==> src/rtl/la_trig_pkg.sv <==
package la_trig_pkg;
  localparam int CFG_W = 16;
  localparam int NCH   = 8;
  localparam int SEL_W = $clog2(NCH);

  typedef enum logic [1:0] {
    ST_IDLE  = 2'd0,
    ST_ARMED = 2'd1,
    ST_DELAY = 2'd2,
    ST_FIRED = 2'd3
  } trig_state_t;

  localparam logic [2:0] A_DIV   = 3'd0;
  localparam logic [2:0] A_CTRL  = 3'd1;
  localparam logic [2:0] A_COUNT = 3'd2;
  localparam logic [2:0] A_DELAY = 3'd3;
  localparam logic [2:0] A_LEN   = 3'd4;

  // required number of events: a zero setting means one
  function automatic logic [CFG_W-1:0] need_events(input logic [CFG_W-1:0] k);
    return (k == '0) ? CFG_W'(1) : k;
  endfunction

  // true when a counter about to advance reaches its limit
  function automatic logic reach(input logic [CFG_W-1:0] cnt,
                                 input logic [CFG_W-1:0] lim);
    return ({1'b0, cnt} + 1'b1) >= {1'b0, lim};
  endfunction
endpackage

==> src/rtl/la_cfg_regs.sv <==
module la_cfg_regs
  import la_trig_pkg::*;
(
  input  logic             clk,
  input  logic             rst_n,
  input  logic             we,
  input  logic [2:0]       addr,
  input  logic [CFG_W-1:0] wdata,
  output logic [CFG_W-1:0] div_val,
  output logic [SEL_W-1:0] chan_sel,
  output logic             match_hi,
  output logic [CFG_W-1:0] ev_count,
  output logic [CFG_W-1:0] delay_val,
  output logic [CFG_W-1:0] len_val
);
  always_ff @(posedge clk) begin
    if (!rst_n) begin
      div_val   <= '0;
      chan_sel  <= '0;
      match_hi  <= 1'b1;
      ev_count  <= '0;
      delay_val <= '0;
      len_val   <= '0;
    end else if (we) begin
      case (addr)
        A_DIV:   div_val   <= wdata;
        A_CTRL: begin
          chan_sel <= wdata[SEL_W-1:0];
          match_hi <= wdata[SEL_W];
        end
        A_COUNT: ev_count  <= wdata;
        A_DELAY: delay_val <= wdata;
        A_LEN:   len_val   <= wdata;
        default: ;
      endcase
    end
  end
endmodule

==> src/rtl/la_rate_div.sv <==
module la_rate_div
  import la_trig_pkg::*;
(
  input  logic             clk,
  input  logic             rst_n,
  input  logic [CFG_W-1:0] div_val,
  output logic             stb
);
  logic [CFG_W-1:0] cnt;

  assign stb = (cnt >= div_val);

  always_ff @(posedge clk) begin
    if (!rst_n)   cnt <= '0;
    else if (stb) cnt <= '0;
    else          cnt <= cnt + 1'b1;
  end

  // a nonzero divider never gives back-to-back strobes
  p_stb_spacing_r1: assert property (@(posedge clk) disable iff (!rst_n)
    stb |=> (!stb || div_val == '0));
endmodule

==> src/rtl/la_trig_fsm.sv <==
module la_trig_fsm
  import la_trig_pkg::*;
(
  input  logic             clk,
  input  logic             rst_n,
  input  logic             stb,
  input  logic [NCH-1:0]   chan_in,
  input  logic [SEL_W-1:0] chan_sel,
  input  logic             match_hi,
  input  logic [CFG_W-1:0] ev_count,
  input  logic [CFG_W-1:0] delay_val,
  input  logic [CFG_W-1:0] len_val,
  input  logic             arm,
  input  logic             disarm,
  output logic             trig_pulse,
  output logic             done,
  output logic             busy,
  output logic [CFG_W-1:0] cap_len
);
  trig_state_t      state;
  logic             prev_lvl;
  logic             cur_lvl;
  logic             ev_hit;
  logic             last_ev;
  logic             fire_now;
  logic [CFG_W-1:0] ev_cnt;
  logic [CFG_W-1:0] dly_cnt;

  assign cur_lvl  = chan_in[chan_sel];
  assign ev_hit   = stb && (cur_lvl == match_hi) && (prev_lvl != match_hi);
  assign last_ev  = ev_hit && reach(ev_cnt, need_events(ev_count));
  assign fire_now = ((state == ST_ARMED) && last_ev && (delay_val == '0)) ||
                    ((state == ST_DELAY) && stb && reach(dly_cnt, delay_val));
  assign done     = (state == ST_FIRED);
  assign busy     = (state == ST_ARMED) || (state == ST_DELAY);

  always_ff @(posedge clk) begin
    if (!rst_n) prev_lvl <= 1'b0;
    else if (stb) prev_lvl <= cur_lvl;
  end

  always_ff @(posedge clk) begin
    if (!rst_n) begin
      state      <= ST_IDLE;
      ev_cnt     <= '0;
      dly_cnt    <= '0;
      trig_pulse <= 1'b0;
      cap_len    <= '0;
    end else begin
      trig_pulse <= 1'b0;
      if (disarm) begin
        state <= ST_IDLE;
      end else if (arm && !busy) begin
        state   <= ST_ARMED;
        ev_cnt  <= '0;
        dly_cnt <= '0;
      end else if (fire_now) begin
        state      <= ST_FIRED;
        trig_pulse <= 1'b1;
        cap_len    <= len_val;
      end else if (state == ST_ARMED && ev_hit) begin
        if (last_ev) begin
          state   <= ST_DELAY;
          dly_cnt <= '0;
        end else begin
          ev_cnt <= ev_cnt + 1'b1;
        end
      end else if (state == ST_DELAY && stb) begin
        dly_cnt <= dly_cnt + 1'b1;
      end
    end
  end

  // the pulse lasts one clock
  p_pulse_single_r8: assert property (@(posedge clk) disable iff (!rst_n)
    trig_pulse |=> !trig_pulse);
  // pulse and done go together
  p_pulse_with_done_r8: assert property (@(posedge clk) disable iff (!rst_n)
    trig_pulse |-> (done && !busy));
  // disarm wins and idles the unit
  p_disarm_idle_r7: assert property (@(posedge clk) disable iff (!rst_n)
    disarm |=> (!done && !busy && !trig_pulse));
  // firing happens only on a sample strobe
  p_fire_on_stb_r5: assert property (@(posedge clk) disable iff (!rst_n)
    $rose(done) |-> $past(stb));
  // event counter stays below the requirement
  p_no_overflow_r4: assert property (@(posedge clk) disable iff (!rst_n)
    (state == ST_ARMED) |-> (ev_cnt < need_events(ev_count)));
endmodule

==> src/rtl/la_trigger_top.sv <==
module la_trigger_top
  import la_trig_pkg::*;
(
  input  logic             clk,
  input  logic             rst_n,
  input  logic             reg_we,
  input  logic [2:0]       reg_addr,
  input  logic [CFG_W-1:0] reg_wdata,
  input  logic             arm,
  input  logic             disarm,
  input  logic [NCH-1:0]   chan_in,
  output logic             sample_stb,
  output logic             trig_pulse,
  output logic             done,
  output logic             busy,
  output logic [CFG_W-1:0] cap_len
);
  logic [CFG_W-1:0] div_val, ev_count, delay_val, len_val;
  logic [SEL_W-1:0] chan_sel;
  logic             match_hi;

  la_cfg_regs u_regs (
    .clk(clk), .rst_n(rst_n), .we(reg_we), .addr(reg_addr), .wdata(reg_wdata),
    .div_val(div_val), .chan_sel(chan_sel), .match_hi(match_hi),
    .ev_count(ev_count), .delay_val(delay_val), .len_val(len_val)
  );

  la_rate_div u_div (
    .clk(clk), .rst_n(rst_n), .div_val(div_val), .stb(sample_stb)
  );

  la_trig_fsm u_fsm (
    .clk(clk), .rst_n(rst_n), .stb(sample_stb), .chan_in(chan_in),
    .chan_sel(chan_sel), .match_hi(match_hi), .ev_count(ev_count),
    .delay_val(delay_val), .len_val(len_val), .arm(arm), .disarm(disarm),
    .trig_pulse(trig_pulse), .done(done), .busy(busy), .cap_len(cap_len)
  );
endmodule

==> config.mk <==
export PLATFORM = sky130hd
export DESIGN_NAME = la_trigger_top
export DESIGN_NICKNAME = d
export VERILOG_FILES = /design/src/rtl/la_trig_pkg.sv /design/src/rtl/la_cfg_regs.sv /design/src/rtl/la_rate_div.sv /design/src/rtl/la_trig_fsm.sv /design/src/rtl/la_trigger_top.sv
export SDC_FILE = /design/constraint.sdc
export NUM_CORES = 1
export LEC_CHECK = 0
export ABC_AREA = 1
export BUFFER_PORTS_ARGS = -buffer_cell sky130_fd_sc_hd__buf_2
export CAP_MARGIN = 10
export CELL_PAD_IN_SITES_DETAIL_PLACEMENT = 2
export CELL_PAD_IN_SITES_GLOBAL_PLACEMENT = 2
export CORE_ASPECT_RATIO = 1.4
export CORE_MARGIN = 3
export CORE_UTILIZATION = 35
export CTS_BUF_LIST = sky130_fd_sc_hd__clkbuf_8
export CTS_CLUSTER_SIZE = 10
export DETAILED_ROUTE_END_ITERATION = 8
export PLACE_DENSITY = 0.91
export SYNTH_ARGS = -nofsm -noshare
export SYNTH_HDL_FRONTEND = slang
export SYNTH_HIERARCHICAL = 1
export SYNTH_SLANG_ARGS = --single-unit
==> constraint.sdc <==
create_clock -name clk -period 3.6 [get_ports clk]
set_clock_uncertainty 0.05 [all_clocks]
set_input_delay 0.36 -clock clk [delete_from_list [all_inputs] [get_ports clk]]
set_output_delay 0.36 -clock clk [all_outputs]
set_load 0.005 [all_outputs]
==> reports/metrics.yaml <==
status:
  status: "finished, violations left"
  violations: "setup timing"
logic_synthesis:
  syn_inst: 1232
  synth_top_cells_by_area: "dfxtp_1, nor2_1, nand2_1, ha_1, inv_1"
  ys_seq_elements: 136
  postSynthNetCount: 1318
  synthDominantAreaCellType: "dfxtp_1"
  synth_largest_type_area_fraction_pct: 33.1
  synth_seq_area_share_pct: 33.1
  synth_area_per_cell_um2: 6.67
  yosysUniqueCellTypes: 37
  syn-cell-area_um2: 8220
  ys_warn_count: 6
grt:
  global_route_overflow: 0
  grt.met1_usage_pct: 33.0
  grt_pass1_wl_um: 60200
  antenna_violations_before_repair: 0
  grt_max_degree: 53
  busiest_layer: "met2"
  number_of_global_route_vias_before_repair: 9970
  use_met2_pct: 55.7
  globalRouteTotalUtil_pct: 30.8
  grt.met3_usage_pct: 4.71
die:
  design.core.area_um2: 22900
  dieHeight_um: 187
  initial_core_util_pct: 36.0
  std_cell_rows: 65
  number_of_top_level_pins: 52
  fp.dieArea_um2: 25400
  horizontal_die_dimension_um: 136
clock_network:
  cts-buffers-inserted: 17
  clkLatencyLatePin_ns: 0.49
  cts_sinks: 136
  cts_max_path_buffers: 2
  cts_tree: "built"
  htree_num_levels: 4
  clkTransAtPathRegs_ns: 0.09
  cts_root_buf: "clkbuf_8"
worst_setup_path:
  timing.reg2reg.setup_slack_ns: -0.29
  critical_path_required_ns: 3.94
  rr_worst_depth: 22
  r2r_start: "u_fsm/dly_cnt[4]"
  critical_path.slowest_cell: "dfxtp_1"
  worst-path-max-fanout: 8
  timing.critical_path.slowest_cell_delay_ns: 0.50
  crit_chain: "inv_1 -> nor2_4 -> nand2_4 -> buf_4 -> xor2_2 -> inv_1 -> ha_1 -> nand2_1 -> nor2_4 -> nand3_1 -> nand3_2 -> nand2_2 -> nand2_1 -> nand2_1 -> nand3_1 -> nand2_2 -> nand2_8 -> nand3_4 -> inv_8 -> buf_12 -> nor2_4 -> nor2_2"
  regToRegEndpoint: "u_fsm/cap_len[12]"
  worst-endpoint-arrival_ns: 4.23
  kind_of_cell_adding_the_most_delay_to_the_critical_path: "simple AND/OR/NAND/NOR gates"
  critical_path.n_buffers_inverters: 5
  worstSetupStartpointType: "flip-flop"
  worst_setup_ep_type: "flip-flop"
  critPathKind: "flip-flop to flip-flop"
sta:
  worst_slack_setup_final_ns: -0.292
  timing.slew.headroom_pct: 18.2
  period_share_pct: 108
  setup-violations-final: 48
  max_freq_ghz: 0.257
  hold_ws_ns: 0.0701
  hold_violations: 0
  tightestPinTransition_ns: 1.22
  post-route-min-period_ns: 3.89
  maxSlewViolCount: 0
  setup_repair_after_global_routing_missed_its_margin: "true"
hold_path:
  hold_path_depth: 3
  min_path_type: "input pin to flip-flop"
  timing.hold.worst.start: "reg_wdata[3]"
  hold_end: "u_regs/match_hi"
placement:
  place_area_um2: 8680
  gp_congestion: 0.789
  dp_hpwl_um: 21500
  dp_cells: 1549
  placement.io_buffers: 51
layout:
  stdcell_area_um2: 9940
  layout.filler_cells: 2720
  syn2layout_area_growth_pct: 21.0
  instances_no_fill: 1616
  finalCoreUtilization_pct: 43.5
  final_nets: 1389
  num_antenna_cells: 0
  final_layout_size_suffix_gt1_share_pct: 22.9
power:
  power_uw: 4120
  power.density_nw_per_um2: 414
  max-vdd-ir-drop_mv: 0.236
  total_leakage_power_uw: 0.00456
route:
  first_iter_violations: 739
  vias_per_cell: 5.74
  routedWlPerCell_um: 28.1
  num_vias: 9272
  detail_route.wirelength_um: 45400
  detailedRoute.firstPassIterationCount: 5
  drc: 0
  route.antenna.remaining_nets: 0
run:
  maxCapViolCount: 0
## synth_stat cells
| cell type | instances |
|---|---|
| o21a_1 | 3 |
| o21ai_0 | 15 |
| inv_1 | 166 |
| or2_2 | 1 |
| o41ai_1 | 1 |
| clkbuf_1 | 8 |
| nand4_2 | 2 |
| xnor2_1 | 7 |
| nand2_2 | 20 |
| nand2_4 | 2 |
| o21ai_1 | 11 |
| nand4_1 | 43 |
| nand3_4 | 5 |
| nor2_4 | 7 |
| buf_4 | 7 |
| inv_2 | 24 |
| nor2_1 | 257 |
| a21o_1 | 2 |
| a21oi_1 | 21 |
| buf_8 | 1 |
| nor3_2 | 1 |
| nor3_1 | 8 |
| nand4_4 | 1 |
| nand3b_1 | 2 |
| nand3_1 | 93 |
| buf_6 | 3 |
| ha_1 | 54 |
| nand3_2 | 6 |
| buf_1 | 5 |
| nand2_1 | 252 |
| o21ai_4 | 1 |
| dfxtp_1 | 136 |
| and3_1 | 1 |
| xor2_1 | 27 |
| nor2_2 | 15 |
| buf_2 | 21 |
| nor4_1 | 3 |
## flip-flops by register name, indices dropped and copies added (netlist names)
signal            count
u_div/cnt            16
u_fsm/cap_len        16
u_fsm/dly_cnt        16
u_fsm/ev_cnt         16
u_regs/delay_val     16
u_regs/div_val       16
u_regs/ev_count      16
u_regs/len_val       16
u_regs/chan_sel       3
u_fsm/state           2
u_fsm/prev_lvl        1
u_fsm/trig_pulse      1
u_regs/match_hi       1
## where the power goes
group | switching (µW) | leakage (µW) | internal (µW)
Sequential | 72.2 | 0.00111 | 1570
Combinational | 718 | 0.00325 | 320
Clock | 753 | 0.000198 | 687
Total | 1540 | 0.00456 | 2570
## routing by layer
layer	wire length [µm]	vias to the layer above
li1	-	3967
met1	15900	4594
met2	23600	475
met3	2080	236
met4	3880	0
met5	0	-
## stage by stage
step	setup slack [ns]	TNS, ns
after floorplan	0.587	0
after global placement	0.191	0
after detailed placement	-0.165	-3.34
after CTS	0.00238	0
after global routing	-0.384	-12.97
final	-0.292	-9.11
## area by class of cell
class,count,area [µm²],area share (%)
tap,301,377,3.79
inverter,190,721,7.25
sequential,136,2750,27.7
clock buffer,17,234,2.35
multi-input combinational,864,4980,50.1
timing repair buffer,94,707,7.11
clock inverter,14,175,1.76
## worst max path at each step
stage | slack, ns | endpoint | start | cells past startpoint
2_1_floorplan | 0.59 | u_fsm/ev_cnt[1] | u_fsm/ev_cnt[0] | 18
4_1_cts | 0.002 | u_fsm/dly_cnt[11] | u_fsm/dly_cnt[2] | 20
5_1_grt | -0.38 | u_fsm/ev_cnt[6] | u_fsm/ev_cnt[2] | 21
6_report | -0.29 | u_fsm/cap_len[12] | u_fsm/dly_cnt[4] | 22
3_5_place_dp | -0.17 | u_fsm/cap_len[11] | u_fsm/dly_cnt[0] | 21
3_3_place_gp | 0.19 | u_fsm/ev_cnt[1] | u_fsm/ev_cnt[0] | 19
## logic make-up (layout without fill, tap and decap cells)
logic type | after synthesis | count (layout) | synth area share (%)
AND/OR/NAND/NOR | 719 | 722 | 39.6
buffers and inverters | 235 | 315 | 11.8
flip-flops | 136 | 136 | 33.1
adder cells (fa/ha/maj) | 54 | 54 | 8.22
AO/OA/AOI/OAI | 54 | 54 | 3.62
XOR/XNOR | 34 | 34 | 3.62
## cell usage in the layout, fill, tap and decap left out, types with 9 or more instances in the layout
cell | synthesis | layout
nor2_2 | 15 | 32
nor2_1 | 257 | 226
nand3_1 | 93 | 89
a21oi_1 | 21 | 20
dfxtp_1 | 136 | 126
nand3_2 | 6 | 9
buf_2 | 21 | 50
xor2_1 | 27 | 20
nor2_4 | 7 | 21
ha_1 | 54 | 51
o21ai_1 | 11 | 11
buf_4 | 7 | 23
nand3_4 | 5 | 9
inv_2 | 24 | 31
clkbuf_8 | 0 | 17
o21ai_0 | 15 | 11
inv_1 | 166 | 158
nand2_1 | 252 | 238
nand4_1 | 43 | 43
nand2_2 | 20 | 30
buf_6 | 3 | 15
## timing repair
action / CTS / global route
hold buffers: 0 / 0
cloned: 1 / 3
pin swaps: 3 / 50
endpoints found under the hold margin: 0 / 0
setup buffers: 13 / 19
setup endpoints to repair: 49 / 51
resized for setup: 22 / 128
## tightest hold or removal path, cell delays in order
cell and delay (ns):
buf_2 0.10, nand2_1 0.05, nand3_1 0.05
(Power assumes the default switching activity.)
